--- config.mk ---
export PLATFORM = sky130hd
export DESIGN_NAME = tdc_gray_encoder
export DESIGN_NICKNAME = d
export VERILOG_FILES = /design/src/rtl/tdcg_pkg.sv /design/src/rtl/tdcg_edge_ctl.sv /design/src/rtl/tdcg_ring_bank.sv /design/src/rtl/tdcg_gray_dec.sv /design/src/rtl/tdc_gray_encoder.sv
export SDC_FILE = /design/constraint.sdc
export NUM_CORES = 1
export LEC_CHECK = 0
export ABC_AREA = 1
export BUFFER_PORTS_ARGS = -buffer_cell sky130_fd_sc_hd__buf_2
export CAP_MARGIN = 10
export CORE_ASPECT_RATIO = 0.8
export CORE_MARGIN = 2
export CORE_UTILIZATION = 40
export DETAILED_ROUTE_END_ITERATION = 10
export GPL_TIMING_DRIVEN = 0
export HOLD_SLACK_MARGIN = 0.08
export SKIP_LAST_GASP = 1
export SLEW_MARGIN = 30
export SYNTH_ARGS = -nofsm -noshare
export SYNTH_HDL_FRONTEND = slang
export SYNTH_SLANG_ARGS = --single-unit
--- constraint.sdc ---
create_clock -name clk -period 0.9 [get_ports clk]
set_input_delay 0.18 -clock clk [delete_from_list [all_inputs] [get_ports clk]]
set_output_delay 0.18 -clock clk [all_outputs]
set_load 0.01 [all_outputs]
--- src/rtl/tdcg_pkg.sv ---
package tdcg_pkg;

   // tap source variants
   localparam int SRC_SHARED_RING = 0;
   localparam int SRC_BIT_RINGS   = 1;

   // Gray decoder variants
   localparam int DEC_RIPPLE = 0;
   localparam int DEC_FOLD   = 1;

   // stages of the shared ring: 2^(w-1) stages give 2^w phases
   function automatic int shared_ring_len(input int w);
      return 1 << (w - 1);
   endfunction

   // stages of the private ring behind Gray bit k
   function automatic int bit_ring_len(input int w, input int k);
      return (k == w - 1) ? (1 << (w - 1)) : (1 << (k + 1));
   endfunction

   // tap index that carries Gray bit k (same rule for both sources)
   function automatic int bit_tap(input int k);
      return (1 << k) - 1;
   endfunction

   typedef struct packed {
      logic adv;   // ring steps one stage
      logic clr;   // ring returns to phase zero and runs
      logic cap;   // phase is captured, run ends
   } tdcg_ctl_t;

endpackage

--- src/rtl/tdcg_edge_ctl.sv ---
module tdcg_edge_ctl
   import tdcg_pkg::*;
(
   input  logic      clk,
   input  logic      rst_n,
   input  logic      start_i,
   input  logic      stop_i,
   output tdcg_ctl_t ctl_o
);

   logic start_d, stop_d, run_q;
   logic start_rise, stop_rise;

   assign start_rise = start_i & ~start_d;
   assign stop_rise  = stop_i  & ~stop_d;

   // capture wins over a simultaneous restart
   assign ctl_o.cap = stop_rise & run_q;
   assign ctl_o.clr = start_rise & ~ctl_o.cap;
   assign ctl_o.adv = run_q & ~ctl_o.cap & ~ctl_o.clr;

   always_ff @(posedge clk) begin
      if (!rst_n) begin
         start_d <= 1'b0;
         stop_d  <= 1'b0;
         run_q   <= 1'b0;
      end else begin
         start_d <= start_i;
         stop_d  <= stop_i;
         if (ctl_o.cap)
            run_q <= 1'b0;
         else if (ctl_o.clr)
            run_q <= 1'b1;
      end
   end

   p_capture_ends_run_r9 : assert property (@(posedge clk) disable iff (!rst_n)
      ctl_o.cap |=> !run_q);

   p_restart_runs_r8 : assert property (@(posedge clk) disable iff (!rst_n)
      ctl_o.clr |=> run_q);

   p_idle_stop_ignored_r7 : assert property (@(posedge clk) disable iff (!rst_n)
      !run_q |-> !ctl_o.cap);

endmodule

--- src/rtl/tdcg_ring_bank.sv ---
module tdcg_ring_bank
   import tdcg_pkg::*;
#(
   parameter int GRAY_W  = 4,
   parameter int TAP_SRC = SRC_SHARED_RING
) (
   input  logic              clk,
   input  logic              rst_n,
   input  logic              adv_i,
   input  logic              clr_i,
   output logic [GRAY_W-1:0] gray_raw_o
);

   if (TAP_SRC == SRC_SHARED_RING) begin : g_shared
      localparam int L = shared_ring_len(GRAY_W);
      logic [L-1:0] taps_q;

      always_ff @(posedge clk) begin
         if (!rst_n || clr_i)
            taps_q <= '0;
         else if (adv_i)
            taps_q <= {taps_q[L-2:0], ~taps_q[L-1]};
      end

      // Gray bit k: XOR of taps whose index is 2^k-1 modulo 2^(k+1)
      always_comb begin
         gray_raw_o = '0;
         for (int k = 0; k < GRAY_W; k++)
            for (int i = 0; i < L; i++)
               if ((i % (1 << (k + 1))) == bit_tap(k))
                  gray_raw_o[k] = gray_raw_o[k] ^ taps_q[i];
      end

      p_single_tap_step_r5 : assert property (@(posedge clk) disable iff (!rst_n)
         adv_i |=> ($countones(taps_q ^ $past(taps_q)) == 1));

   end else begin : g_per_bit
      for (genvar k = 0; k < GRAY_W; k++) begin : g_ring
         localparam int M   = bit_ring_len(GRAY_W, k);
         localparam int TAP = bit_tap(k);
         logic [M-1:0] ring_q;

         always_ff @(posedge clk) begin
            if (!rst_n || clr_i)
               ring_q <= '0;
            else if (adv_i)
               ring_q <= {ring_q[M-2:0], ~ring_q[M-1]};
         end

         assign gray_raw_o[k] = ring_q[TAP];
      end
   end

   p_gray_unit_step_r5 : assert property (@(posedge clk) disable iff (!rst_n)
      adv_i |=> ($countones(gray_raw_o ^ $past(gray_raw_o)) == 1));

   p_gray_frozen_r10 : assert property (@(posedge clk) disable iff (!rst_n)
      (!adv_i && !clr_i) |=> $stable(gray_raw_o));

   p_restart_phase_zero_r8 : assert property (@(posedge clk) disable iff (!rst_n)
      clr_i |=> (gray_raw_o == '0));

endmodule

--- src/rtl/tdcg_gray_dec.sv ---
module tdcg_gray_dec
   import tdcg_pkg::*;
#(
   parameter int GRAY_W    = 4,
   parameter int DEC_STYLE = DEC_RIPPLE
) (
   input  logic [GRAY_W-1:0] gray_i,
   output logic [GRAY_W-1:0] bin_o
);

   if (DEC_STYLE == DEC_RIPPLE) begin : g_ripple
      // binary bit = XOR of all Gray bits at or above it
      always_comb begin
         logic acc;
         acc = 1'b0;
         for (int i = GRAY_W - 1; i >= 0; i--) begin
            acc      = acc ^ gray_i[i];
            bin_o[i] = acc;
         end
      end
   end else begin : g_fold
      localparam int NST = $clog2(GRAY_W);
      logic [GRAY_W-1:0] st [NST+1];
      assign st[0] = gray_i;
      for (genvar j = 0; j < NST; j++) begin : g_stage
         assign st[j+1] = st[j] ^ (st[j] >> (1 << j));
      end
      assign bin_o = st[NST];
   end

endmodule

--- src/rtl/tdc_gray_encoder.sv ---
module tdc_gray_encoder
   import tdcg_pkg::*;
#(
   parameter int GRAY_W    = 4,
   parameter int TAP_SRC   = SRC_SHARED_RING,
   parameter int DEC_STYLE = DEC_RIPPLE
) (
   input  logic              clk,
   input  logic              rst_n,
   input  logic              start_i,
   input  logic              stop_i,
   output logic [GRAY_W-1:0] gray_o,
   output logic [GRAY_W-1:0] code_o,
   output logic              valid_o
);

   if (GRAY_W < 2 || GRAY_W > 8) begin : g_bad_width
      $error("tdc_gray_encoder: GRAY_W must lie in 2..8");
   end
   if (TAP_SRC != SRC_SHARED_RING && TAP_SRC != SRC_BIT_RINGS) begin : g_bad_src
      $error("tdc_gray_encoder: unknown TAP_SRC");
   end
   if (DEC_STYLE != DEC_RIPPLE && DEC_STYLE != DEC_FOLD) begin : g_bad_dec
      $error("tdc_gray_encoder: unknown DEC_STYLE");
   end

   tdcg_ctl_t         ctl;
   logic [GRAY_W-1:0] gray_raw, gray_q, code_q, bin;
   logic              cap_q, valid_q;

   tdcg_edge_ctl u_ctl (
      .clk     (clk),
      .rst_n   (rst_n),
      .start_i (start_i),
      .stop_i  (stop_i),
      .ctl_o   (ctl)
   );

   tdcg_ring_bank #(.GRAY_W(GRAY_W), .TAP_SRC(TAP_SRC)) u_rings (
      .clk        (clk),
      .rst_n      (rst_n),
      .adv_i      (ctl.adv),
      .clr_i      (ctl.clr),
      .gray_raw_o (gray_raw)
   );

   tdcg_gray_dec #(.GRAY_W(GRAY_W), .DEC_STYLE(DEC_STYLE)) u_dec (
      .gray_i (gray_q),
      .bin_o  (bin)
   );

   always_ff @(posedge clk) begin
      if (!rst_n) begin
         gray_q  <= '0;
         code_q  <= '0;
         cap_q   <= 1'b0;
         valid_q <= 1'b0;
      end else begin
         cap_q   <= ctl.cap;
         valid_q <= cap_q;
         if (ctl.cap)
            gray_q <= gray_raw;
         if (cap_q)
            code_q <= bin;
      end
   end

   assign gray_o  = gray_q;
   assign code_o  = code_q;
   assign valid_o = valid_q;

   p_valid_after_capture_r4 : assert property (@(posedge clk) disable iff (!rst_n)
      ctl.cap |=> ##1 valid_o);

   p_valid_one_cycle_r4 : assert property (@(posedge clk) disable iff (!rst_n)
      valid_o |=> !valid_o);

   p_code_holds_r10 : assert property (@(posedge clk) disable iff (!rst_n)
      !valid_o |-> $stable(code_o));

   p_code_gray_pair_r3 : assert property (@(posedge clk) disable iff (!rst_n)
      valid_o |-> ((code_o ^ (code_o >> 1)) == gray_o));

   p_gray_only_on_capture_r7 : assert property (@(posedge clk) disable iff (!rst_n)
      !ctl.cap |=> $stable(gray_o));

endmodule

# Yosys cells after proc, flatten, opt, wreduce, memory -nomap -nowiden
# Index checks and enable logic that the tools add are counted.
[totals] latch_bits=0 inputBits=4 ramBits=0 reg_bits=21 memories=0 wordCells=30 romBits=0
[classes] shift=0 n_reduce_logical=3 n_eq_ne=0 n_div=0 mul=0 mux=0 n_bitwise=19 order_cmp=0 addsub=0
[ops] operator="$xor A1 B1 Y1" n=7
[ops] operator="$and A1 B1 Y1" n=6
[ops] operator="$not A1 Y1" n=6
[ops] operator="$reduce_or A2 Y1" n=1
[ops] operator="$logic_not A1 Y1" n=1
[ops] operator="$logic_or A1 B1 Y1" n=1

# Longest topological paths before layout
# Gate-level depths: netlist (run 1).
[depth] word_depth=7 mapped_depth=8 mapped_depth_nobuf=8

# Hierarchy
# Synthesis (run 1) repeated with hierarchy kept, for this count alone.
[hier_totals] cells_unflattened=153 hier_area_um2=1017.2
[by_module_without_submodules] module="tdc_gray_encoder" cells_per_inst=57 n_inst=1 area_each_um2=401.6 seq_area_each_um2=200.2
[by_module_without_submodules] module="tdcg_ring_bank" cells_per_inst=56 n_inst=1 area_each_um2=376.6 seq_area_each_um2=160.2
[by_module_without_submodules] module="tdcg_edge_ctl" cells_per_inst=21 n_inst=1 area_each_um2=137.6 seq_area_each_um2=60.1
[by_module_without_submodules] module="tdcg_gray_dec" cells_per_inst=19 n_inst=1 area_each_um2=101.3 seq_area_each_um2=0.0

# Worst setup path before layout (run 1)
# OpenSTA, ideal clock, no wires.
[synth_timing] kind="reg2reg" from="reg gray_q[2], in the netlist gray_o[2]" to="reg code_q[0], in the netlist code_o[0]" stages_incl_launch_ff=8 t_required_ns=0.791 arrival_ns=0.861 path_slack_ns=-0.069 period_less_slack_ns=0.969 cell_sequence="dfxtp_1 -> inv_1 -> nand2_1 -> nand3_1 -> nand3_1 -> nand3_1 -> nand2_1 -> inv_1"
[synth_between] elab_chain_cells=3
[synth_lines] element="from (decl)" line="tdc_gray_encoder.sv:28" rtl="logic [GRAY_W-1:0] gray_raw, gray_q, code_q, bin;"
[synth_lines] element="from (signal assigned)" line="tdc_gray_encoder.sv:62" rtl="gray_q <= gray_raw;"
[synth_lines] element="$xor A1 B1 Y1 (3 in a row)" line="tdcg_gray_dec.sv:17" rtl="acc = acc ^ gray_i[i];"
[synth_lines] element="to (signal assigned)" line="tdc_gray_encoder.sv:64" rtl="code_q <= bin;"
[synth_lines] element="to (decl)" line="tdc_gray_encoder.sv:28"
# Every way passes these cells.
# A chain may end at the register's enable or synchronous reset.

# Final worst setup path (run 1)
[layout_timing] from="reg gray_q[3], in the netlist gray_o[3]" to="out gray_o[3]"
[layout_lines] element="to (decl)" line="tdc_gray_encoder.sv:12" rtl="output logic [GRAY_W-1:0] gray_o,"
# No word-level cell between the ends.

==> impl_metrics.csv, run 1 <==
group,metric,value,unit
placed_design,gp_congestion,0.742,
worst_hold_path,min_to,"u_ctl.stop_d$_SDFF_PN0_",
setup_path,r2r_slack,-0.18,ns
floorplanning,ios,13,
floorplanning,initial_core_util,43.4,%
power,seqPwrFrac,59.0,%
synth,synth.distinct_cells,23,
setup_path,rr_endpoint,"u_rings.g_shared.taps_q[6]$_SDFFE_PP0P_",
setup_path,cp-startpoint,"gray_o[3]$_SDFFE_PN0P_",
power,leakagePower,0.533,nW
cts,clkSinkCount,21,
setup_path,path_cells,"buf_6, buf_6",
placed_design,dpl.hpwl,1110,um
drt,firstDrtPassIters,4,
global_route,grt_pass1_vias,679,
power,p_int,0.00124,W
setup_path,cp.required,0.72,ns
timing,final_max_slew_viol_count,0,
global_route,antenna_found_initial,0,
layout,nets,133,
placed_design,port_buffers,11,
timing,grt_setup_unrepaired,"yes",
cts,cts_tree,"yes",
cts,insertion_delay,0.30,ns
timing,hold_violations,0,
worst_hold_path,hold_start,"stop_i",
worst_hold_path,hold_class,"in2reg",
placed_design,pre_cts_ws,-0.129,ns
drt,wire_per_inst,12.2,um
global_route,grt-ovfl-total,0,
setup_path,arrival,0.92,ns
setup_path,worst_setup_path_start_kind,"flop",
setup_path,regToRegStartpoint,"u_ctl.stop_d$_SDFF_PN0_",
cts,cts_buffer_depth,2,
cts,ctsRootBufferMaster,"clkbuf_4",
floorplanning,core_area,0.00193,mm^2
timing,fin_ws,-0.196,ns
drt,drc,0,
setup_path,cp-end-kind,"output port",
synth,syn-cell-area,837,um^2
power,comb_power_share,13.6,%
cts,numCtsBuffers,3,
setup_path,slowest_stage,"dfxtp_4",
power,vdd_drop_max,0.951,mV
drt,wirelength,1850,um
setup_path,r2r_cells,5,
timing,fin_crit_sh,122,%
power,power_switching,0.000438,W
layout,diodes,0,
drt,final_antenna_net_count,0,
floorplanning,die_h,44.9,um
setup_path,crit_type,"reg2out",
setup_path,crit_fanout,4,
power,swShare,26.2,%
power,powerDensity,1350,mW/mm^2
drt,first_iter_violations,9,
global_route,grt_pass1_wl,2930,um
timing,setup_viol,24,
synth,syn_avg_cell_area,8.21,um^2
drt,viasPerCell,4.74,
floorplanning,rows,14,
timing,fmax,912,MHz
synth,syn_inst,102,
setup_path,path_common_cell,"buf_6",
timing,fin_skew,0.00323,ns
cts,clk_pin_slew_worst_paths,0.12,ns
power,clockPowerShare,27.5,%
global_route,grtUsageTotal,16.9,%
job,max-cap-violations,0,
floorplanning,dieArea,0.00248,mm^2
layout,drive_above_1_share,53.9,%
synth,syn_nets,106,
timing,hold_slack,0.140,ns
run_status,status,"finished with violations",
drt,num_vias,720,
run_status,violations,"setup timing",
synth,ys_seq_area_share,50.2,%
timing,worst_slew_pin_slew,0.281,ns
layout,area_growth_syn_to_layout,48.6,%
timing,relSlewSlack,81.2,%
global_route,grt_max_degree,12,
synth,yosys_warnings,0,
timing,period_minus_slack,1.10,ns
cts,h-tree-depth,1,
worst_hold_path,hold_path_depth,3,
floorplanning,fp.dieW,55.1,um
setup_path,slowest_delay,0.39,ns
synth,synth-seq-cells,21,
==> worst max-delay path by stage <==
stage / to / slack (ns) / depth (start not counted)
2_1_floorplan: u_rings.g_shared.taps_q[0]$_SDFFE_PP0P_ / -0.02 / 5
3_3_place_gp: code_o[0]$_SDFFE_PN0P_ / -0.13 / 7
3_5_place_dp: code_o[0]$_SDFFE_PN0P_ / -0.13 / 7
4_1_cts: gray_o[3] / -0.17 / 2
5_1_grt: u_rings.g_shared.taps_q[6]$_SDFFE_PP0P_ / -0.26 / 5
6_report: gray_o[3] / -0.20 / 2
==> per-layer routing <==
metal  global-route usage (%)  part of all wire (%)  vias to the layer above
li1                         -                     -                      377
met1                     22.5                    47                      329
met2                     25.5                    48                       12
met3                     6.95                   4.0                        2
met4                     4.39                  0.70                        0
met5                        0                     0                        -
==> power by group through the flow <==
stage | combinational, W | sequential (W) | clock, W
after floorplan | 0.000110 | 0.00101 | 0
after global placement | 0.000148 | 0.00100 | 0
after detailed placement | 0.000150 | 0.00100 | 0
after CTS | 0.000196 | 0.000989 | 0.000485
after global routing | 0.000249 | 0.000992 | 0.000515
final | 0.000227 | 0.000987 | 0.000459
==> critical path: cells and delay by family, from the launching register on <==
kind     cells  cell delay [ns]
buf+inv      2             0.21
flops        1             0.39
==> registers in the layout, summed over array words and instances (netlist names) <==
register	count
u_rings.g_shared.taps_q	8
u_ctl.stop_d	1
cap_q	1
valid_o	1
u_ctl.run_q	1
code_o	4
u_ctl.start_d	1
gray_o	4
==> synthesized netlist by cell type <==
master,instances,share of area [%]
a21oi_1,7,4.2
a21oi_2,2,2.1
a21oi_4,1,1.9
buf_2,1,0.60
buf_4,1,0.90
clkbuf_1,1,0.45
dfxtp_1,21,50
inv_1,17,7.6
inv_2,3,1.3
nand2_1,14,6.3
nand2_2,1,0.75
nand3_1,7,4.2
nand3_2,1,1.2
nand4_1,1,0.75
nor2_1,4,1.8
nor2_2,1,0.75
nor2_4,1,1.3
o211ai_1,2,1.8
o21ai_0,1,0.60
o21ai_1,8,4.8
o22ai_1,3,2.2
xnor2_1,3,3.1
xor2_1,1,1.0
==> layout make-up <==
type | count | area [um^2]
Fill cell | 161 | 683
Sequential cell | 21 | 442
Multi-Input combinational cell | 58 | 437
Timing Repair Buffer | 23 | 210
Inverter | 20 | 82.6
Tap cell | 24 | 30.0
Clock buffer | 4 | 26.3
Buffer | 2 | 16.3
==> placed cells by master, fill, tap and decap left out <==
cell type,synthesis,final
o21ai_2,0,4
a21oi_1,7,4
dlygate4sd3_1,0,1
dfxtp_2,0,8
o21ai_1,8,4
nand2_1,14,10
nand3_1,7,2
nor2_4,1,1
a21oi_4,1,1
nand3_4,0,2
xor2_1,1,1
nor2_1,4,3
nand2_2,1,1
o22ai_1,3,1
nand4_1,1,1
o21ai_0,1,1
inv_1,17,15
o211ai_1,2,2
clkbuf_4,0,3
a21oi_2,2,5
inv_2,3,2
xnor2_1,3,3
buf_6,0,9
buf_12,0,1
inv_4,0,3
buf_4,1,10
buf_2,1,4
nand2_4,0,4
nor2_2,1,2
clkbuf_1,1,1
dfxtp_1,21,10
o22ai_2,0,2
nand3_2,1,4
dfxtp_4,0,3
==> kinds of logic after synthesis <==
logic type | after synthesis | synth area share, %
flip-flops | 21 | 50.2
buffers and inverters | 23 | 10.9
AO/OA/AOI/OAI | 24 | 17.6
AND/OR/NAND/NOR | 30 | 17.0
XOR/XNOR | 4 | 4.19
==> what timing repair did <==
action,CTS,global route
hold endpoints to repair,1,0
cloned,0,0
pin swaps,8,5
setup endpoints to repair,22,25
buffers inserted,6,5
resized for setup,34,15
hold buffers,1,0
==> metrics by stage <==
| stage | TNS [ns] | std cells | area (um^2) | util (%) | total power (W) |
|---|---|---|---|---|---|
| final | -2.44 | 152 | 1240 | 64.5 | 0.00167 |
| after global routing | -3.64 | 152 | 1240 | 64.5 | 0.00176 |
| after CTS | -1.83 | 147 | 1130 | 58.8 | 0.00167 |
| after detailed placement | -1.17 | 137 | 926 | 48.1 | 0.00115 |
| after global placement | -1.00 | 137 | 926 | 48.1 | 0.00115 |
| after floorplan | -0.134 | 102 | 841 | - | 0.00112 |
Note: power is estimated with default switching activity, not from simulation.
==> run 2, diff against run 1 <==
==> constraint.sdc (replaced) <==
create_clock -name clk -period 0.9 [get_ports clk]
set_input_delay 0.045 -clock clk [delete_from_list [all_inputs] [get_ports clk]]
set_output_delay 0.045 -clock clk [all_outputs]
set_load 0.01 [all_outputs]
==> run 2 against run 1 <==
The run still ends with setup timing left. Final cell count decreased by 1.3%. Count of clock-buffer cells in the layout did not move. Critical path depth rose by 3. Utilization decreased by 4.1 points. Setup slack better by 0.064 ns. Wire length shrank 4.5%. Critical path type is now reg2reg. Critical endpoint is now u_rings.g_shared.taps_q[1]$_SDFFE_PP0P_. Largest power group unchanged.
==> impl_metrics.csv, run 2 (same netlist as run 1, synthesis figures left out) <==
group,metric,value,unit
run_status,status,"finished with violations",
run_status,violations,"setup timing",
layout,regMostFlops,"u_rings.g_shared.taps_q",
timing,worst_slew_pin_slew,0.296,ns
placed_design,port_buffers,11,
setup_path,worst_setup_path_start_kind,"flop",
placed_design,gp_congestion,0.742,
cts,cts_tree,"yes",
setup_path,arrival,1.29,ns
drt,drc,0,
global_route,grtUsageTotal,15.9,%
placed_design,dpl.cell_count,137,
timing,period_minus_slack,1.03,ns
floorplanning,die_h,44.9,um
layout,area_growth_syn_to_layout,39.2,%
cts,insertion_delay,0.30,ns
timing,fin_skew,0.00215,ns
timing,grt_setup_unrepaired,"yes",
cts,numCtsBuffers,3,
cts,clkSinkCount,21,
timing,hold_slack,0.104,ns
cts,clk_pin_slew_worst_paths,0.12,ns
floorplanning,ios,13,
layout,largest_register_ffs,8,
setup_path,cp.required,1.15,ns
cts,ctsRootBufferMaster,"clkbuf_4",
layout,diodes,0,
global_route,grt_pass1_vias,616,
power,vdd_drop_max,0.886,mV
floorplanning,fp.dieW,55.1,um
floorplanning,initial_core_util,43.4,%
setup_path,crit_fanout,8,
drt,num_vias,717,
worst_hold_path,hold_class,"in2reg",
cts,cts_buffer_depth,2,
drt,firstDrtPassIters,4,
timing,fin_crit_sh,115,%
timing,fmax,969,MHz
floorplanning,rows,14,
global_route,antenna_found_initial,0,
setup_path,crit_type,"reg2reg",
layout,mostFrequentLayoutCells,"15 x inv_1, 14 x dfxtp_1, 10 x buf_2",
drt,wire_per_inst,11.8,um
layout,layout_commonest_cell,"inv_1",
global_route,grt_max_degree,12,
placed_design,dpl.hpwl,1110,um
power,leakagePower,0.519,nW
power,powerDensity,1410,mW/mm^2
timing,final_max_slew_viol_count,0,
job,max-cap-violations,0,
layout,nets,131,
timing,relSlewSlack,80.2,%
timing,setup_viol,15,
layout,drive_above_1_share,42.1,%
global_route,grt-ovfl-total,0,
global_route,grt_pass1_wl,2720,um
drt,wirelength,1770,um
timing,hold_violations,0,
placed_design,pre_cts_ws,-0.129,ns
drt,first_iter_violations,12,
power,total_power,0.00165,W
floorplanning,core_area,0.00193,mm^2
layout,stdcell_count,150,
timing,fin_ws,-0.132,ns
drt,viasPerCell,4.78,
cts,h-tree-depth,1,
setup_path,cp-end-kind,"flop",
drt,final_antenna_net_count,0,
floorplanning,dieArea,0.00248,mm^2
## run 2: cell count changes in the layout (fill, tap and decap cells not counted), moves of 4 or more
cell / delta
buf_2: +6
buf_4: -5
buf_6: -5
dfxtp_1: +4
dfxtp_2: -5
o21ai_1: +4
o21ai_2: -4
## run 2: repair_timing
action | in CTS | in global routing
hold buffers | 4 | 0
gates resized for setup | 23 | 15
hold endpoints to repair | 7 | 0
pin swaps | 7 | 4
buffers inserted | 2 | 4
endpoints found under the setup margin | 15 | 19
## run 2: power by group
| group | switching, W | leakage, nW | internal (W) |
|---|---|---|---|
| Clock | 0.000290 | 0.0150 | 0.000173 |
| Combinational | 0.000112 | 0.329 | 0.0000891 |
| Sequential | 0.0000291 | 0.175 | 0.000953 |
| Total | 0.000430 | 0.519 | 0.00122 |
## run 2: final timing paths
path,slack [ns],endpoint,cells after the start,start
max,-0.13,u_rings.g_shared.taps_q[1]$_SDFFE_PP0P_,5,u_ctl.stop_d$_SDFF_PN0_
min,0.10,u_ctl.run_q$_SDFFE_PP0P_,5,start_i
max reg2reg,-0.13,u_rings.g_shared.taps_q[1]$_SDFFE_PP0P_,5,u_ctl.stop_d$_SDFF_PN0_
min reg2reg,0.46,u_rings.g_shared.taps_q[0]$_SDFFE_PP0P_,1,u_rings.g_shared.taps_q[7]$_SDFFE_PP0P_
## run 2: critical path: stages, from the launching register on
cell	delay, ns
dfxtp_2	0.34
inv_4	0.08
nand3_4	0.10
a21oi_4	0.22
o21ai_1	0.13
a21oi_2	0.11
## run 2: layout make-up
class	count	area, um^2
Clock buffer	4	26.3
Multi-Input combinational cell	58	409
Inverter	20	85.1
Fill cell	174	762
Sequential cell	21	439
Tap cell	24	30.0
Buffer	2	16.3
Timing Repair Buffer	21	159
## run 2: metrics by stage
stage | util (%) | area [um^2] | setup TNS [ns]
5_1_grt | 60.5 | 1160 | -2.10
3_5_place_dp | 48.1 | 926 | -1.16
2_1_floorplan | - | 841 | -0.134
3_3_place_gp | 48.1 | 926 | -1.00
4_1_cts | 56.2 | 1080 | -1.11
6_report | 60.5 | 1160 | -1.15
## run 2: routing by layer
| metal | part of all wire (%) | track usage (%) | vias up |
|---|---|---|---|
| li1 | - | - | 380 |
| met4 | 0.74 | 4.39 | 0 |
| met1 | 49 | 21.6 | 323 |
| met2 | 47 | 22.9 | 12 |
| met3 | 3.9 | 6.95 | 2 |
| met5 | 0 | 0 | - |
==> run 3, diff against run 2 <==
--- a/config.mk
+++ b/config.mk
@@ -14,6 +14,7 @@
 export DETAILED_ROUTE_END_ITERATION = 10
 export GPL_TIMING_DRIVEN = 0
 export HOLD_SLACK_MARGIN = 0.08
+export REMOVE_ABC_BUFFERS = 1
 export SKIP_LAST_GASP = 1
 export SLEW_MARGIN = 30
 export SYNTH_ARGS = -nofsm -noshare
==> run 3 against run 2 <==
The run still ends with setup timing left. First-iteration DRC count shrank 50%. Maximum frequency is 1.3% lower. Sequential power is 0.6% higher. Die area unchanged. Via count grew 1.3%. Count of clock-buffer cells in the layout stayed put. Total power is 0.43% higher. Critical path type unchanged. Largest cell class unchanged.
==> impl_metrics.csv, run 3 (same netlist as run 1, synthesis figures left out) <==
group,metric,value,unit
global_route,grt_pass1_vias,645,
layout,seq_area,434,um^2
timing,fin_crit_sh,116,%
worst_hold_path,min_to,"u_ctl.run_q$_SDFFE_PP0P_",
setup_path,r2r_cells,6,
layout,drive_above_1_share,42.1,%
power,p_int,0.00123,W
drt,wire_per_inst,12.5,um
timing,fin_ws,-0.146,ns
setup_path,path_common_cell,"nand2_4",
drt,firstDrtPassIters,3,
global_route,grtUsageTotal,17.0,%
timing,fmax,956,MHz
floorplanning,initial_core_util,43.4,%
setup_path,worst_setup_path_start_kind,"flop",
global_route,grt_max_degree,12,
layout,mostFrequentLayoutCells,"15 x inv_1, 14 x dfxtp_1, 10 x buf_2",
timing,worst_slew_pin_slew,0.315,ns
drt,wirelength,1870,um
cts,cts_tree,"yes",
power,power_switching,0.000427,W
setup_path,cp-end-kind,"flop",
global_route,grt_pass1_wl,2890,um
placed_design,dpl.hpwl,1130,um
layout,largest_register_ffs,8,
drt,first_iter_violations,6,
timing,period_minus_slack,1.05,ns
power,swShare,25.8,%
drt,viasPerCell,4.84,
layout,area_growth_syn_to_layout,35.9,%
layout,diodes,0,
timing,hold_violations,0,
cts,h-tree-depth,1,
timing,fin_skew,0.00540,ns
placed_design,port_buffers,12,
placed_design,dpl.cell_count,135,
drt,drc,0,
run_status,violations,"setup timing",
worst_hold_path,hold_start,"start_i",
setup_path,arrival,1.25,ns
layout,nets,131,
layout,multi_input_area,395,um^2
setup_path,cp.required,1.10,ns
run_status,status,"finished with violations",
setup_path,slowest_stage,"dfxtp_2",
worst_hold_path,hold_path_depth,5,
cts,ctsRootBufferMaster,"clkbuf_4",
timing,setup_viol,12,
setup_path,path_cells,"inv_4, nand2_4, nand2_4, nor2_4, buf_4, a21oi_1",
floorplanning,dieArea,0.00248,mm^2
layout,stdcell_count,150,
timing,relSlewSlack,79.0,%
floorplanning,ios,13,
setup_path,crit_type,"reg2reg",
cts,clkSinkCount,21,
cts,numCtsBuffers,3,
setup_path,regToRegStartpoint,"u_ctl.stop_d$_SDFF_PN0_",
job,max-cap-violations,0,
global_route,antenna_found_initial,0,
floorplanning,die_h,44.9,um
layout,layout_commonest_cell,"inv_1",
setup_path,rr_endpoint,"u_rings.g_shared.taps_q[6]$_SDFFE_PP0P_",
power,seqPwrFrac,59.8,%
setup_path,slowest_delay,0.35,ns
power,comb_power_share,12.8,%
worst_hold_path,hold_class,"in2reg",
power,leakagePower,0.515,nW
cts,insertion_delay,0.30,ns
power,vdd_drop_max,1.19,mV
layout,fillerInstances,186,
placed_design,gp_congestion,0.813,
layout,post-route-util,59.0,%
floorplanning,fp.dieW,55.1,um
timing,finalSetupTns,-1.09,ns
floorplanning,core_area,0.00193,mm^2
drt,final_antenna_net_count,0,
timing,hold_slack,0.111,ns
layout,regMostFlops,"u_rings.g_shared.taps_q",
floorplanning,rows,14,
setup_path,r2r_slack,-0.15,ns
power,clockPowerShare,27.4,%
cts,cts_buffer_depth,2,
cts,clk_pin_slew_worst_paths,0.11,ns
power,powerDensity,1450,mW/mm^2
global_route,grt-ovfl-total,0,
setup_path,crit_fanout,7,
timing,grt_setup_unrepaired,"yes",
drt,num_vias,726,
timing,final_max_slew_viol_count,0,
[run 3: timing repair]
| action | in CTS | in global routing |
|---|---|---|
| buffers inserted | 5 | 2 |
| pin swaps | 9 | 6 |
| resized for setup | 17 | 17 |
| hold buffers | 4 | 0 |
| setup endpoints to repair | 15 | 21 |
| hold endpoints to repair | 5 | 0 |
[run 3: cell type report]
class | count | area share (%)
well taps | 24 | 2.64
flip-flops and latches | 21 | 38.2
clock buffers | 4 | 2.31
inverters | 20 | 7.04
multi-input cells | 58 | 34.8
repair buffers | 23 | 15.1
[run 3: power groups by stage]
| stage | sequential, W | combinational, W | clock, W |
|---|---|---|---|
| after CTS | 0.000987 | 0.000186 | 0.000476 |
| after floorplan | 0.00101 | 0.000101 | 0 |
| after global routing | 0.000994 | 0.000231 | 0.000511 |
| after global placement | 0.00100 | 0.000144 | 0 |
| final | 0.000989 | 0.000211 | 0.000453 |
| after detailed placement | 0.00101 | 0.000146 | 0 |
[run 3: worst max path at each step]
stage / startpoint / slack, ns / endpoint / cells past startpoint
finish: u_ctl.stop_d$_SDFF_PN0_ / -0.15 / u_rings.g_shared.taps_q[6]$_SDFFE_PP0P_ / 6
global route: u_ctl.stop_d$_SDFF_PN0_ / -0.23 / u_rings.g_shared.taps_q[6]$_SDFFE_PP0P_ / 6
CTS: u_ctl.stop_d$_SDFF_PN0_ / -0.13 / u_rings.g_shared.taps_q[6]$_SDFFE_PP0P_ / 6
detailed placement: u_ctl.run_q$_SDFFE_PP0P_ / -0.16 / u_rings.g_shared.taps_q[6]$_SDFFE_PP0P_ / 4
global placement: u_ctl.run_q$_SDFFE_PP0P_ / -0.12 / u_rings.g_shared.taps_q[3]$_SDFFE_PP0P_ / 4
floorplan: gray_o[3]$_SDFFE_PN0P_ / -0.07 / code_o[0]$_SDFFE_PN0P_ / 7
[run 3: stage by stage]
stage               cell area (um^2)  setup slack [ns]  power [W]
floorplan                        821           -0.0728    0.00111
global placement                 911            -0.124    0.00115
detailed placement               911            -0.159    0.00115
CTS                             1060            -0.133    0.00165
global route                    1140            -0.234    0.00174
finish                          1140            -0.146    0.00165
[run 3: routing by layer]
layer | routed length (um) | global-route usage (%) | up-vias
li1 | - | - | 372
met1 | 888 | 21.5 | 339
met3 | 71 | 6.95 | 2
met4 | 13 | 2.93 | 0
met2 | 895 | 27.9 | 13
met5 | 0 | 0 | -
[run 3: worst max-delay path, delay by kind of cell, from the launching register on]
family	cells	cell delay, ns
and+or+nand+nor	3	0.32
AOI/OAI and AO/OA	1	0.06
buffers and inverters	2	0.21
DFF	1	0.35
